[src/rtl/mbx_pkg.sv]
package mbx_pkg;
    localparam int ADDR_W   = 12;
    localparam int DATA_W   = 32;
    localparam int STAT_W   = 4;
    localparam int NUM_CPU  = 2;
    localparam int CPU_W    = (NUM_CPU > 1) ? $clog2(NUM_CPU) : 1;
    localparam int ID_COUNT = 12;
    localparam logic [ADDR_W-1:0] ID_BASE = 12'hFD0;

    typedef enum logic [2:0] {
        RK_NONE,
        RK_STAT,
        RK_SET,
        RK_CLR,
        RK_ID
    } reg_kind_e;

    typedef struct packed {
        reg_kind_e        kind;
        logic [CPU_W-1:0] cpu;
        logic [3:0]       id_idx;
        logic             misaligned;
    } dec_t;

    function automatic logic [7:0] id_byte(input logic [3:0] idx);
        case (idx)
            4'd0:    return 8'h04;
            4'd4:    return 8'h56;
            4'd5:    return 8'hB8;
            4'd6:    return 8'h0B;
            4'd8:    return 8'h0D;
            4'd9:    return 8'hF0;
            4'd10:   return 8'h05;
            4'd11:   return 8'hB1;
            default: return 8'h00;
        endcase
    endfunction
endpackage

[src/rtl/mbx_decode.sv]
module mbx_decode
    import mbx_pkg::*;
(
    input  logic [ADDR_W-1:0] addr,
    output dec_t              dec
);
    logic [ADDR_W-1:0] id_off;
    logic [ADDR_W-5:0] slot;

    assign id_off = addr - ID_BASE;
    assign slot   = addr[ADDR_W-1:4];

    always_comb begin
        dec            = '0;
        dec.kind       = RK_NONE;
        dec.misaligned = |addr[1:0];
        if (!dec.misaligned) begin
            if (addr >= ID_BASE) begin
                dec.kind   = RK_ID;
                dec.id_idx = id_off[5:2];
            end else if (int'(slot) < NUM_CPU) begin
                dec.cpu = addr[4 +: CPU_W];
                case (addr[3:2])
                    2'd0:    dec.kind = RK_STAT;
                    2'd1:    dec.kind = RK_SET;
                    2'd2:    dec.kind = RK_CLR;
                    default: dec.kind = RK_NONE;
                endcase
            end
        end
    end
endmodule

[src/rtl/mbx_status.sv]
module mbx_status
    import mbx_pkg::*;
(
    input  logic              clk,
    input  logic              rst,
    input  logic              set_en,
    input  logic              clr_en,
    input  logic [STAT_W-1:0] bits,
    output logic [STAT_W-1:0] status,
    output logic              irq
);
    always_ff @(posedge clk) begin
        if (rst) begin
            status <= '0;
        end else if (set_en) begin
            status <= status | bits;
        end else if (clr_en) begin
            status <= status & ~bits;
        end
    end

    always_ff @(posedge clk) begin
        if (rst) irq <= 1'b0;
        else     irq <= |status;
    end


    set_keeps_bits_chk: assert property (@(posedge clk) disable iff (rst)
        set_en |=> ((status & $past(status)) == $past(status)) && ((status & $past(bits)) == $past(bits)));

    clr_drops_bits_chk: assert property (@(posedge clk) disable iff (rst)
        clr_en |=> ((status & $past(bits)) == '0));

    irq_high_chk: assert property (@(posedge clk) disable iff (rst)
        (status != '0) |=> irq);

    irq_low_chk: assert property (@(posedge clk) disable iff (rst)
        (status == '0) |=> !irq);
endmodule

[src/rtl/doorbell_mailbox.sv]
module doorbell_mailbox
    import mbx_pkg::*;
(
    input  logic              clk,
    input  logic              rst,
    input  logic              psel,
    input  logic              penable,
    input  logic              pwrite,
    input  logic [ADDR_W-1:0] paddr,
    input  logic [DATA_W-1:0] pwdata,
    output logic [DATA_W-1:0] prdata,
    output logic              pslverr,
    output logic              irq_cpu0,
    output logic              irq_cpu1
);
    dec_t              dec;
    logic              access;
    logic              bad;
    logic [DATA_W-1:0] rd_word;
    logic [STAT_W-1:0] stat_w [NUM_CPU];
    logic [NUM_CPU-1:0] irq_w;

    assign access = psel & penable;

    mbx_decode u_dec (
        .addr (paddr),
        .dec  (dec)
    );

    assign bad = dec.misaligned || (dec.kind == RK_NONE) ||
                 (pwrite && (dec.kind == RK_STAT || dec.kind == RK_ID));

    for (genvar c = 0; c < NUM_CPU; c++) begin : g_cpu
        logic set_en, clr_en;
        assign set_en = access && pwrite && !bad && dec.kind == RK_SET && dec.cpu == CPU_W'(c);
        assign clr_en = access && pwrite && !bad && dec.kind == RK_CLR && dec.cpu == CPU_W'(c);

        mbx_status u_stat (
            .clk    (clk),
            .rst    (rst),
            .set_en (set_en),
            .clr_en (clr_en),
            .bits   (pwdata[STAT_W-1:0]),
            .status (stat_w[c]),
            .irq    (irq_w[c])
        );


        misaligned_hold_chk: assert property (@(posedge clk) disable iff (rst)
            (access && |paddr[1:0]) |=> $stable(stat_w[c]));

        err_hold_chk: assert property (@(posedge clk) disable iff (rst)
            pslverr |=> $stable(stat_w[c]));
    end

    always_comb begin
        rd_word = '0;
        case (dec.kind)
            RK_STAT: rd_word[STAT_W-1:0] = stat_w[dec.cpu];
            RK_ID:   rd_word[7:0]        = id_byte(dec.id_idx);
            default: rd_word = '0;
        endcase
    end

    assign pslverr  = access && bad;
    assign prdata   = (access && !bad && !pwrite) ? rd_word : '0;
    assign irq_cpu0 = irq_w[0];
    assign irq_cpu1 = irq_w[1];


    idle_quiet_chk: assert property (@(posedge clk) disable iff (rst)
        !access |-> (!pslverr && prdata == '0));

    rdata_width_chk: assert property (@(posedge clk) disable iff (rst)
        (access && !pwrite && paddr[11:4] == 8'h00) |-> prdata[DATA_W-1:STAT_W] == '0);

    reset_clean_chk: assert property (@(posedge clk)
        rst |=> (stat_w[0] == '0 && stat_w[1] == '0));
endmodule

[config.mk]
export PLATFORM = sky130hd
export DESIGN_NAME = doorbell_mailbox
export DESIGN_NICKNAME = d
export VERILOG_FILES = /design/src/rtl/mbx_pkg.sv /design/src/rtl/mbx_decode.sv /design/src/rtl/mbx_status.sv /design/src/rtl/doorbell_mailbox.sv
export SDC_FILE = /design/constraint.sdc
export NUM_CORES = 1
export LEC_CHECK = 0
export ABC_AREA = 0
export BUFFER_PORTS_ARGS = -buffer_cell sky130_fd_sc_hd__buf_2
export CAP_MARGIN = 5
export CORE_MARGIN = 10
export CORE_UTILIZATION = 44
export DETAILED_ROUTE_END_ITERATION = 10
export HOLD_SLACK_MARGIN = 0.1
export PLACE_DENSITY_LB_ADDON = 0.15
export SETUP_SLACK_MARGIN = 0.3
export SLEW_MARGIN = 40
export SYNTH_ARGS = -nofsm -noshare
export SYNTH_HDL_FRONTEND = slang
export SYNTH_HIERARCHICAL = 1
export SYNTH_SLANG_ARGS = --single-unit
[constraint.sdc]
create_clock -name clk -period 9.05 [get_ports clk]
set_input_delay 1.81 -clock clk [delete_from_list [all_inputs] [get_ports clk]]
set_output_delay 1.81 -clock clk [all_outputs]
set_load 0.005 [all_outputs]
* After elaboration in Yosys (flattened, before gate mapping) *
Memory sizes are Yosys's and may differ from the RTL's.
Cells that the tools add are included.

word-level totals
  word-level logic and storage cells = 63
  ROM bits = 128
  bits of input ports = 49
  RAM bits = 0
  memories kept = 1
  latch bits = 0
  bits in registers = 10

memory list
  name             words  bits a word  rd ports  clocked after memory_dff  write ports  line           source
  (no name shown)  16     8            1         0                         0            mbx_pkg.sv:26  case (idx)

operators by class
  $lt $le $gt $ge = 3
  bitwise operators = 8
  reduce and logical (&&, ||, !) cells = 24
  multiplexer cells = 16
  equality and inequality tests = 6
  div/mod/pow operators = 0
  multipliers = 0
  shift-type cells = 0
  add/subtract/negate cells = 1

operators with widths
  kind                  count
  $mux 4                9
  $mux 8                2
  $ge 12x12->1 const B  1
  $logic_and 1x1->1     12
  $and 4x4->4           2
  $lt 8x2->1 const B    1
  $or 4x4->4            2
  $pmux 4 s2            1
  $reduce_or 4->1       2
  $eq 3x2->1 const B    2
  $mux 3                2
  $pmux 2 s3            1
  $sub 6x5->6 const B   1
  $not 4->4             1
  $reduce_bool 2->1     2
  $eq 3x1->1 const B    1
  $eq 3x3->1 const B    1
  $logic_not 3->1       1
  $logic_or 1x1->1      3
  $eq 2x1->1 const B    1
  $eq 2x2->1 const B    1
  $ge 2x2->1 const B    1
  $logic_not 1->1       2
  $logic_not 2->1       1
  5 further kinds       5

* Logic depth before layout (Yosys ltp) *
  depth in word-level cells = 15
  depth in mapped cells = 9
  gate-level depth less buffers = 9

* Cells and area by module *
Netlist, hierarchy kept.

modules (own cells, without submodules)
  module            instances  seq. area each (µm²)  area an instance (µm²)  cells an instance
  doorbell_mailbox  1          0.0                   559.3                   85
  mbx_status        2          100.1                 185.2                   19
  mbx_decode        1          0.0                   206.4                   26

* Worst setup path before layout *
No wires, ideal clock.

  kind = input -> output
  start point = input paddr[2]
  end point = output prdata[7]
  buffers on the path = 2
  data required time = 7.240 ns
  arrival = 3.937 ns
  path slack = 3.303 ns
  stages = 9
  path through = inv_1 -> ha_1 -> or4b_1 -> nor3_1 -> nor3_1 -> or4_1 -> buf_2 -> nor3_1 -> buf_4

RTL lines
  element      line                    source
  from (decl)  doorbell_mailbox.sv:9   input logic [ADDR_W-1:0] paddr,
  to (decl)    doorbell_mailbox.sv:11  output logic [DATA_W-1:0] prdata,

==> flow_metrics.tcl <==
set metrics [dict create \
    async_flop_share 0 \
    postRouteAntennaNets 0 \
    dieArea_mm2 0.00501 \
    synthCells 149 \
    grt_start_max_net_pins 13 \
    power_density_mw_per_mm2 78.3 \
    fmax_ghz 0.166 \
    slew_violations 0 \
    grt_use_met2 0.186 \
    dp_hpwl_mm 2.35 \
    htree_levels 1 \
    cp_data_arrival_time_ps 4210 \
    routed_wl_mm 2.82 \
    insertion_delay_ps 260 \
    critPathKind "in -> out" \
    grt_pass1_vias 1053 \
    relSlewSlack 0.478 \
    seqPwrFrac 0.443 \
    vias_per_cell 4.94 \
    yosys_warnings 6 \
    synth_area_leaders "dfxtp_1 18%, buf_4 17%, ha_1 9.9%" \
    comb_power_share 0.153 \
    grt_util_all_layers 0.107 \
    layout_setup_ws_ps 3030 \
    worst_r2r_path_depth 2 \
    required_ps 7240 \
    cts_setup_buffers 0 \
    drc_errors 0 \
    worst_setup_path_start_kind "input pin" \
    crit_path_end "prdata[5]" \
    cts_tree "done" \
    ys_types 33 \
    syn_area_mm2 0.00114 \
    start_util 0.459 \
    min_period_over_period 0.665 \
    swShare 0.257 \
    cp_slowest_cell "or4_1" \
    rsz0062_at_grt "no" \
    p_int_mw 0.0738 \
    gp_congestion 0.757 \
    coreArea_mm2 0.00248 \
    place_ws_ps 3030 \
    drv_cap 0 \
    root_buffer "clkbuf_4" \
    p_sw_mw 0.0255 \
    synth_edf_count 0 \
    reg2reg_slack_ps 8240 \
    ys_ff_latch 10 \
    critical_path_buf_inv_count 3 \
    outcome "finished, final reports clean" \
    finalSetupViolCount 0 \
    seq_area_frac_synth 0.176 \
    use_met1 0.118 \
    power.total_mw 0.0992 \
    grt_pass1_wl_mm 4.76 \
    crit_chain "buf_2 > inv_1 > ha_1 > or4b_1 > nor3_1 > nor3_1 > or4_1 > nor3_1 > buf_2" \
    crit_top_cell "nor3_1" \
    drt_iter0_drc 36 \
    worst_r2r_endpoint "g_cpu[0].u_stat/irq$_SDFF_PP0_" \
    io-pin-count 84 \
    ctsResizeCount 0 \
    clkTransAtPathRegs_ps 70 \
    row_count 18 \
    path_max_fanout 7 \
    firstDrtPassIters 4 \
    holdCritPathClass "reg -> reg" \
    insertedDiodeCount 0 \
    io_buffers 31 \
    period_needed_ps 6020 \
    hold_buffers 0 \
    multi_input_area_um2 797 \
    final_layout_size_suffix_gt1_frac 0.257 \
    dieWidth_um 70.8 \
    cp_num_cells 9 \
    max_stage_delay_ps 580 \
    setup-tns-final_ps 0 \
    syn_avg_cell_area_um2 7.62 \
    via_count 1032 \
    nNetsFinal 238 \
    die_y_um 70.8 \
    p_leak_nw 0.551 \
    cts_buffers 3 \
    seqCellArea_um2 200 \
    wl_per_cell_um 13.5 \
    worst_slew_pin_slew_ps 777 \
    synth_ff_type "dfxtp_1" \
    synth_top_area_frac 0.176 \
    cts.path.max_buffers 2 \
    hold_violations 0 \
    p_clk_frac 0.404 \
    fin_skew_ps 3.44 \
    num-fill-cells 250 \
    cts.sinks 10 \
    cp_top_family "simple AND/OR/NAND/NOR gates" \
    ir_drop_mv 0.0807 \
    met3_usage 0.0377 \
    synth_top_cell_by_area "dfxtp_1" \
    endpoint_kind "primary output" \
    antenna_found_initial 0 \
    syn2layout_area_growth_pct 11.6 \
    busiest_layer "met2" \
    gr-total-overflow 0 \
    cp-startpoint "paddr[2]" \
]
routing by layer:
layer	vias up	wire length (µm)
met3	4	212
met1	457	1220
met2	29	1370
met4	0	23
met5	-	0
li1	542	-
worst min-delay path by stage:
| stage | slack (ps) | start | cells after the start | to |
|---|---|---|---|---|
| after floorplan | 450 | register | 2 | g_cpu[1].u_stat/irq$_SDFF_PP0_ |
| after global placement | 490 | register | 2 | g_cpu[1].u_stat/irq$_SDFF_PP0_ |
| after detailed placement | 490 | register | 2 | g_cpu[1].u_stat/irq$_SDFF_PP0_ |
| after CTS | 510 | register | 2 | g_cpu[1].u_stat/irq$_SDFF_PP0_ |
| after global routing | 540 | register | 2 | g_cpu[1].u_stat/irq$_SDFF_PP0_ |
| final | 510 | register | 2 | g_cpu[1].u_stat/irq$_SDFF_PP0_ |
worst min-delay path, delay by kind of cell, from the launching register on:
| kind | cells | cell delay [ps] |
|---|---|---|
| DFF | 1 | 350 |
| and+or+nand+nor | 2 | 120 |
cells in the mapped netlist, drive strengths merged, types with 2 or more instances:
master and number:
inv 9, dfxtp 10, nor3 12, nor2 4
or4 3, buf 26, a21oi 14, and3b 3
a21bo 8, clkbuf 3, ha 9, o21ai 5
nor3b 4, mux2 4, or4b 2, nand2 14
nor4 7
power groups by stage:
stage	sequential (mW)	combinational [mW]	clock [mW]
2_1_floorplan	0.0450	0.0139	0
3_3_place_gp	0.0450	0.0138	0
3_5_place_dp	0.0450	0.0143	0
4_1_cts	0.0440	0.0144	0.0417
5_1_grt	0.0439	0.0175	0.0440
6_report	0.0440	0.0152	0.0401
logic make-up after synthesis:
group           after synthesis  share of synthesized area
simple gates                 55                      0.285
buf+inv                      38                      0.209
other cells                   1                    0.00330
mux                           4                     0.0396
fa+ha+maj                     9                     0.0991
compound gates               32                      0.187
flops                        10                      0.176
final cells by class:
class / count / area share
Tap cell: 30 / 0.0296
Multi-Input combinational cell: 124 / 0.629
Clock buffer: 4 / 0.0286
Sequential cell: 10 / 0.158
Timing Repair Buffer: 32 / 0.128
Inverter: 9 / 0.0267
layout by cell type (no fill, tap or decap), types with 2 or more instances in the layout:
master | Yosys | routed
nor4_2 | 1 | 3
or4_1 | 2 | 2
mux2_2 | 4 | 4
nor2_1 | 4 | 4
ha_1 | 9 | 9
and3b_1 | 3 | 3
dfxtp_1 | 10 | 10
nor3b_1 | 4 | 4
or4b_1 | 2 | 2
inv_1 | 9 | 9
a21bo_2 | 2 | 2
clkbuf_4 | 0 | 3
o21ai_0 | 5 | 5
nor3_1 | 12 | 12
a21bo_1 | 6 | 6
nand2_1 | 14 | 14
buf_2 | 1 | 31
a21oi_1 | 14 | 14
conb_1 | 1 | 24
nor4_1 | 6 | 4
per-stage QoR:
| stage | std cells | utilization | cell area (µm²) | hold slack, ps |
|---|---|---|---|---|
| after floorplan | 172 | - | 1220 | 451 |
| after global routing | 209 | 0.512 | 1270 | 545 |
| after detailed placement | 205 | 0.494 | 1220 | 492 |
| final | 209 | 0.512 | 1270 | 508 |
| after global placement | 205 | 0.492 | 1220 | 488 |
| after CTS | 209 | 0.509 | 1260 | 509 |
No activity file was read; power rests on OpenSTA's default activity.
